`src/rtl/atomic_rmw_pkg.sv`:
```
package atomic_rmw_pkg;
  localparam logic [2:0] OP_LOAD  = 3'b000;
  localparam logic [2:0] OP_STORE = 3'b001;
  localparam logic [2:0] OP_TAS   = 3'b010;
  localparam logic [2:0] OP_SWAP  = 3'b011;
  localparam logic [2:0] OP_FAA   = 3'b100;
  localparam logic [2:0] OP_CAS   = 3'b101;

  function automatic logic is_atomic(input logic [2:0] op);
    return (op == OP_TAS) || (op == OP_SWAP) || (op == OP_FAA) || (op == OP_CAS);
  endfunction
endpackage

```
`src/rtl/rmw_word_store.sv`:
```
module rmw_word_store #(
  parameter int DATA_W = 8,
  parameter int ADDR_W = 4
) (
  input  logic              clk_i,
  input  logic              rst_ni,
  input  logic [ADDR_W-1:0] addr_i,
  input  logic              we_i,
  input  logic [DATA_W-1:0] wdata_i,
  output logic [DATA_W-1:0] rdata_o
);
  localparam int DEPTH = 1 << ADDR_W;

  logic [DATA_W-1:0] words [DEPTH];

  for (genvar g = 0; g < DEPTH; g++) begin : g_word
    always_ff @(posedge clk_i or negedge rst_ni) begin
      if (!rst_ni)                                        words[g] <= '0;
      else if (we_i && (addr_i == ADDR_W'(g)))            words[g] <= wdata_i;
    end
  end

  assign rdata_o = words[addr_i];
endmodule

```
`src/rtl/rmw_alu.sv`:
```
module rmw_alu
  import atomic_rmw_pkg::*;
#(
  parameter int DATA_W = 8
) (
  input  logic [2:0]        op_i,
  input  logic [DATA_W-1:0] old_i,
  input  logic [DATA_W-1:0] opa_i,
  input  logic [DATA_W-1:0] opb_i,
  output logic              we_o,
  output logic [DATA_W-1:0] new_o,
  output logic              ok_o
);
  always_comb begin
    we_o  = 1'b0;
    new_o = old_i;
    ok_o  = 1'b0;
    case (op_i)
      OP_TAS: begin
        we_o  = (old_i == '0);
        new_o = DATA_W'(1);
      end
      OP_SWAP: begin
        we_o  = 1'b1;
        new_o = opa_i;
      end
      OP_FAA: begin
        we_o  = 1'b1;
        new_o = old_i + opa_i;  // wraps modulo 2^DATA_W
      end
      OP_CAS: begin
        we_o  = (old_i == opa_i);
        new_o = opb_i;
        ok_o  = (old_i == opa_i);
      end
      default: ;
    endcase
  end
endmodule

```
`src/rtl/rmw_sequencer.sv`:
```
module rmw_sequencer
  import atomic_rmw_pkg::*;
#(
  parameter int DATA_W = 8,
  parameter int ADDR_W = 4
) (
  input  logic              clk_i,
  input  logic              rst_ni,
  input  logic              req_valid_i,
  input  logic [2:0]        req_op_i,
  input  logic [ADDR_W-1:0] req_addr_i,
  input  logic [DATA_W-1:0] req_opa_i,
  input  logic [DATA_W-1:0] req_opb_i,
  input  logic [DATA_W-1:0] rdata_i,
  output logic              ready_o,
  output logic              accept_o,
  output logic              busy_o,
  output logic              resp_valid_o,
  output logic [2:0]        op_q_o,
  output logic [ADDR_W-1:0] addr_q_o,
  output logic [DATA_W-1:0] opa_q_o,
  output logic [DATA_W-1:0] opb_q_o,
  output logic [DATA_W-1:0] old_q_o
);
  typedef enum logic {ST_IDLE, ST_WRITE} seq_state_e;

  seq_state_e state_q;

  assign ready_o  = (state_q == ST_IDLE);
  assign accept_o = req_valid_i && ready_o;
  assign busy_o   = (state_q == ST_WRITE);

  always_ff @(posedge clk_i or negedge rst_ni) begin
    if (!rst_ni) begin
      state_q      <= ST_IDLE;
      resp_valid_o <= 1'b0;
      op_q_o       <= OP_LOAD;
      addr_q_o     <= '0;
      opa_q_o      <= '0;
      opb_q_o      <= '0;
      old_q_o      <= '0;
    end else begin
      resp_valid_o <= accept_o;
      if (accept_o) begin
        state_q  <= is_atomic(req_op_i) ? ST_WRITE : ST_IDLE;
        op_q_o   <= req_op_i;
        addr_q_o <= req_addr_i;
        opa_q_o  <= req_opa_i;
        opb_q_o  <= req_opb_i;
        old_q_o  <= rdata_i;
      end else begin
        state_q  <= ST_IDLE;
      end
    end
  end
endmodule

```
`src/rtl/atomic_rmw_unit.sv`:
```
module atomic_rmw_unit
  import atomic_rmw_pkg::*;
#(
  parameter int DATA_W = 8,
  parameter int ADDR_W = 4
) (
  input  logic              clk_i,
  input  logic              rst_ni,
  input  logic              req_valid_i,
  output logic              req_ready_o,
  input  logic [2:0]        req_op_i,
  input  logic [ADDR_W-1:0] req_addr_i,
  input  logic [DATA_W-1:0] req_opa_i,
  input  logic [DATA_W-1:0] req_opb_i,
  output logic              resp_valid_o,
  output logic [DATA_W-1:0] resp_data_o,
  output logic              resp_ok_o
);
  logic              accept, busy;
  logic [2:0]        op_q;
  logic [ADDR_W-1:0] addr_q, port_addr;
  logic [DATA_W-1:0] opa_q, opb_q, old_q, rdata, port_wdata, alu_new;
  logic              alu_we, alu_ok, port_we;

  rmw_sequencer #(.DATA_W(DATA_W), .ADDR_W(ADDR_W)) u_seq (
    .clk_i, .rst_ni,
    .req_valid_i, .req_op_i, .req_addr_i, .req_opa_i, .req_opb_i,
    .rdata_i      (rdata),
    .ready_o      (req_ready_o),
    .accept_o     (accept),
    .busy_o       (busy),
    .resp_valid_o (resp_valid_o),
    .op_q_o       (op_q),
    .addr_q_o     (addr_q),
    .opa_q_o      (opa_q),
    .opb_q_o      (opb_q),
    .old_q_o      (old_q)
  );

  rmw_alu #(.DATA_W(DATA_W)) u_alu (
    .op_i  (op_q),
    .old_i (old_q),
    .opa_i (opa_q),
    .opb_i (opb_q),
    .we_o  (alu_we),
    .new_o (alu_new),
    .ok_o  (alu_ok)
  );

  // single port: write cycle owns it, otherwise the incoming request
  assign port_addr  = busy ? addr_q : req_addr_i;
  assign port_we    = busy ? alu_we : (accept && (req_op_i == OP_STORE));
  assign port_wdata = busy ? alu_new : req_opa_i;

  rmw_word_store #(.DATA_W(DATA_W), .ADDR_W(ADDR_W)) u_mem (
    .clk_i, .rst_ni,
    .addr_i  (port_addr),
    .we_i    (port_we),
    .wdata_i (port_wdata),
    .rdata_o (rdata)
  );

  assign resp_data_o = old_q;
  assign resp_ok_o   = busy && alu_ok;
endmodule

```
`config.mk`:
```
export PLATFORM = sky130hd
export DESIGN_NAME = atomic_rmw_unit
export DESIGN_NICKNAME = d
export VERILOG_FILES = /design/src/rtl/atomic_rmw_pkg.sv /design/src/rtl/rmw_word_store.sv /design/src/rtl/rmw_alu.sv /design/src/rtl/rmw_sequencer.sv /design/src/rtl/atomic_rmw_unit.sv
export SDC_FILE = /design/constraint.sdc
export NUM_CORES = 1
export LEC_CHECK = 0
export BUFFER_PORTS_ARGS = -buffer_cell sky130_fd_sc_hd__buf_2
export CAP_MARGIN = 5
export CORE_MARGIN = 2
export CORE_UTILIZATION = 55
export DETAILED_ROUTE_END_ITERATION = 6
export PLACE_DENSITY_LB_ADDON = 0.25
export SKIP_LAST_GASP = 1
export SLEW_MARGIN = 20
export SYNTH_ARGS = -nofsm -noshare
export SYNTH_HDL_FRONTEND = slang
export SYNTH_SLANG_ARGS = --single-unit
```
`constraint.sdc`:
```
create_clock -name clk_i -period 3.7 [get_ports clk_i]
set_input_delay 0.37 -clock clk_i [delete_from_list [all_inputs] [get_ports clk_i]]
set_output_delay 0.37 -clock clk_i [all_outputs]
set_load 0.02 [all_outputs]
```
After elaboration in Yosys (flattened, before gate mapping)
Cells that the tools add are included. Widths: inputs -> output; s select.

Input bits: 26. Word-level logic and storage cells: 88. Register bits: 161.

Eq/ne operators: 25. Reductions and logical operators: 25. Magnitude comparators: 1. Multiplexer cells: 11. Add/sub/neg operators: 1. Bitwise logic cells: 2.

Operators by type and width (count): $bmux 8 s4 (1); $eq 4x4->1 const B (8); $pmux 8 s4 (1); $mux 8 (3); $logic_and 1x1->1 (19); $eq 4x3->1 const B (4); $eq 3x2->1 const B (4); $eq 3x3->1 const B (4); $add 8x8->8 (1); $eq 4x2->1 const B (2); $eq 8x8->1 (1); $logic_not 8->1 (1); $ge 5x5->1 const B (1); $not 4->5 (1); $eq 4x1->1 const B (1); $logic_not 4->1 (1); $mux 1 (4); $mux 4 (1); $eq 3x1->1 const B (1); $logic_or 1x1->1 (3); $pmux 1 s3 (1); $reduce_or 2->1 (1); $not 1->1 (1).

Longest topological paths before layout
Depth after elaboration: 6. Depth in mapped cells: 9. Mapped depth without buffers: 7.

Modules after synthesis
Synthesis repeated with hierarchy kept, for this count alone.

Cell total of the unflattened synthesis: 548. Area total of the unflattened synthesis: 8147.8 um^2.

By module, submodules not included: rmw_word_store (area each 5860.6 um^2, sequential area each 3203.1 um^2, cells an instance 365, instances 1); rmw_sequencer (area each 1350.0 um^2, sequential area each 825.8 um^2, cells an instance 72, instances 1); rmw_alu (area each 709.4 um^2, sequential area each 0.0 um^2, cells an instance 94, instances 1); atomic_rmw_unit (area each 227.7 um^2, sequential area each 0.0 um^2, cells an instance 17, instances 1).

Worst setup path before layout
OpenSTA, ideal clock, no wires.

Kind: reg-to-reg. Start: register u_seq.old_q_o[6]. End: register u_mem.words[16] in the netlist's numbering. Buffers on the path: 1. Setup slack: 1063 ps. Cell stages (with the launch flop): 8. Arrival time: 2513 ps. Clock period less this slack: 2637 ps. Data required time: 3575 ps. Cells stage by stage: dfrtp_1 > ha_1 > nor4b_2 > nand3_1 > a21o_1 > buf_6 > a2111oi_4 > mux2_2.

Longest elaborated chain between the ends: 4. Elaborated cells between the ends (all ways): 5.

RTL lines: start: declaration (line rmw_sequencer.sv:23) `output logic [DATA_W-1:0] old_q_o`; start signal: assignment (line rmw_sequencer.sv:50) `old_q_o <= rdata_i;`; $eq 8x8->1 or $logic_not 8->1 (tied branches) (line rmw_alu.sv:32, rmw_alu.sv:20); $pmux 1 s3 (*) (line rmw_alu.sv:18) `case (op_i)`; $mux 1 (*) (line atomic_rmw_unit.sv:52) `assign port_we = busy ? alu_we : (accept && (req_op_i == OP_STORE));`; $logic_and 1x1->1 (*) (line rmw_word_store.sv:19) `else if (we_i && (addr_i == ADDR_W'(g))) words[g] <= wdata_i;`; end signal: indexed assignment (line rmw_word_store.sv:19); end: declaration (line rmw_word_store.sv:14) `logic [DATA_W-1:0] words [DEPTH];`.

Every way passes the cells marked *; elsewhere a longest branch is shown, timed or not. A chain may end at the register's enable or synchronous reset.

Worst setup path in the final report
Start: register u_seq.old_q_o[5]. End: register u_mem.words[20] in the netlist's numbering.

Same word-level chain as after synthesis.

==> run metrics <==
outcome completed; first-pass GRT wire length 31.0 mm; vias per inst 6.23; Die Ht 126 µm; CTS tree done; Syn Inst Count 655; pin count of the biggest net entering global routing 97; Routed Antenna Nets 0; asr flop ratio synth 100%; vias in the first global route 5469; final critical-path required period 3270 ps; Core Box Area 14500 µm²; crit start category register; setup TNS 0 ps; layout cell share with drive strength beyond 1 36.6%; crit-path max FO 16; die width 126 µm; port bufs 36; Total GRT Usage 25.8%; maximum vdd drop 0.371 mV; pre-CTS setup slack 468 ps; Ports 37; via count 5504; Synth Cell Area 8130 µm²; Initial Utilization 56.1%; Post-CTS Repair Setup Buffers 0; final worst slack 428 ps; later-pin clock latency in the skew report 420 ps; FILL cells 1133; die area 15800 µm²; Inserted Diodes 0; total grt overflow 0; worst slew pin tran 1060 ps; Worst setup EP type register; Final setup viols 0; Yosys reg bits 161; H-tree depth 4; Post-CTS Resized 0; Synth cell types 60; DRC errors left 0; RD Place Congestion 0.904; Clock Skews 12.1 ps; max-slew violation count 0; critical path class reg -> reg; Detail Placement HPWL 13.1 mm; FF-to-FF path depth 6; worst endpoint required time 4010 ps; clock sinks 161; worst min path class in -> async; clk buf depth 2; row count 44; most area-hungry cell type in the Yosys netlist dfrtp_1; Synth top area share 49.6%; Layout Nets 721; Power Density 602 nW/µm²; top cells by area, synth dfrtp_1 (50%), mux2_2 (18%), mux4_2 (5.8%), nand2_1 (4.4%), mux2i_1 (3.4%); drt wl/cell 22.1 µm; Fin. Hold Viols 0; Ys Warns 0; number of enable flip-flop cells after synthesis 0; WL final 19.6 mm; Synth Area per Inst 12.4 µm²; DR pass1 iterations 5; Worst Path Arrival 3580 ps; register area share after synthesis 49.6%; syn nets 689; Lkg Pwr 4.11 nW; initial antenna violation count 0; RSZ-0062 raised after global routing no; Post-synth top flop dfrtp_1; DR iter-0 viols 496; P&R area growth vs syn 11.2%; Clock Pin Slew Worst Setup and Hold Paths 70 ps; CTS root buffer clkbuf_16; Peak Freq 0.306 GHz; hold-fix buffers at CTS 0; Worst slew margin 29.5%; Final Cycle Share 88.4%; MaxCap Viol Count 0; CTS buffer count 17
==> stage by stage <==
step	utilization, %	hold WS [ps]	instances	power (mW)	area (µm²)
3_5_place_dp	58.5	490	852	3.76	8470
6_report	62.4	28.7	884	5.44	9040
2_1_floorplan	-	74.4	655	3.34	8130
4_1_cts	62.4	54.3	884	5.47	9040
3_3_place_gp	58.5	482	852	3.69	8470
5_1_grt	62.4	85.0	884	5.69	9040
==> power by group <==
group / internal, mW / leakage, nW / switching, mW
Sequential: 2.17 / 2.07 / 0.266
Clock: 0.959 / 0.286 / 0.740
Combinational: 0.645 / 1.75 / 0.656
==> Yosys cell counts (2+ instances only) <==
cell       count
dfrtp_1      161
mux2_2       129
nand2_1       96
mux2i_1       28
mux4_2        21
clkbuf_1      20
a21oi_1       13
a21oi_2       13
nor2_1        12
o21ai_0       12
buf_2         10
o22ai_1       10
inv_1          8
nand3_1        8
nor2b_1        8
ha_1           7
a22oi_1        6
a31oi_1        6
nor3_1         6
a211o_1        5
a211oi_1       5
buf_6          5
o211ai_1       5
a21o_1         4
o31ai_1        4
a22o_1         3
buf_1          3
nor4_1         3
a2111oi_0      2
a211oi_4       2
a311o_1        2
nand2b_1       2
nor3b_1        2
nor4b_2        2
o211a_1        2
o21bai_1       2
o22a_1         2
o32ai_1        2
or3_1          2
xnor2_1        2
==> state kept, by name, summed over array words and instances (netlist names) <==
name                cells
u_mem.words           128
u_seq.addr_q_o          4
u_seq.busy_o            1
u_seq.old_q_o           8
u_seq.op_q_o            3
u_seq.opa_q_o           8
u_seq.opb_q_o           8
u_seq.resp_valid_o      1
==> path summary, 6_finish.rpt <==
kind | from | to | slack, ps
max | u_seq.old_q_o[5] | u_mem.words[20] | 430
min in group clk_i | req_opb_i[1] | u_seq.opb_q_o[1] | 140
min | rst_ni | u_seq.opa_q_o[1] | 30
max reg2reg | u_seq.old_q_o[5] | u_mem.words[20] | 430
min reg2reg | u_seq.opb_q_o[4] | u_seq.opb_q_o[4] | 500
max in group asynchronous | rst_ni | u_seq.old_q_o[2] | 2640
==> layout make-up <==
class	count	area (µm²)	area share (%)
clock inverter	13	125	1.38
tap	184	230	2.55
timing repair buffer	52	307	3.39
sequential	161	4030	44.6
multi-input combinational	446	3870	42.8
inverter	9	33.8	0.374
clock buffer	19	443	4.90
==> metal layers <==
metal  up-vias  track usage (%)  wire, µm
met2       167             40.9      9360
li1       2469                -         -
met4         0             9.67       552
met5         -                0         0
met3        25             5.48      1020
met1      2843             35.4      8640
==> kinds of logic after synthesis <==
logic type,count (synthesis),synth area share (%)
mux,179,27.3
buf+inv,48,2.88
flops,161,49.6
fa+ha+maj,8,1.32
compound gates,109,10.4
xor+xnor,3,0.323
simple gates,147,8.14
==> cells in the final DEF (no fill, tap or decap), types with 7 or more instances in the layout <==
cell type / count
o21ai_0: 12
buf_2: 35
a21oi_1: 13
mux2_2: 129
dfrtp_1: 161
nand2_1: 96
ha_1: 7
inv_1: 8
mux4_2: 21
clkbuf_16: 17
nor2_1: 12
nor2b_1: 8
nand3_1: 8
mux2i_1: 28
a21oi_2: 13
o22ai_1: 10
buf_4: 16
==> critical path, cell delays in order (launching register included) <==
cell and delay, ps:
dfrtp_1 450, ha_1 410, nor4_1 400, nand3_1 160, a21o_1 540, a2111oi_4 790
mux2_2 410
No activity file was read; power rests on OpenSTA's default activity.
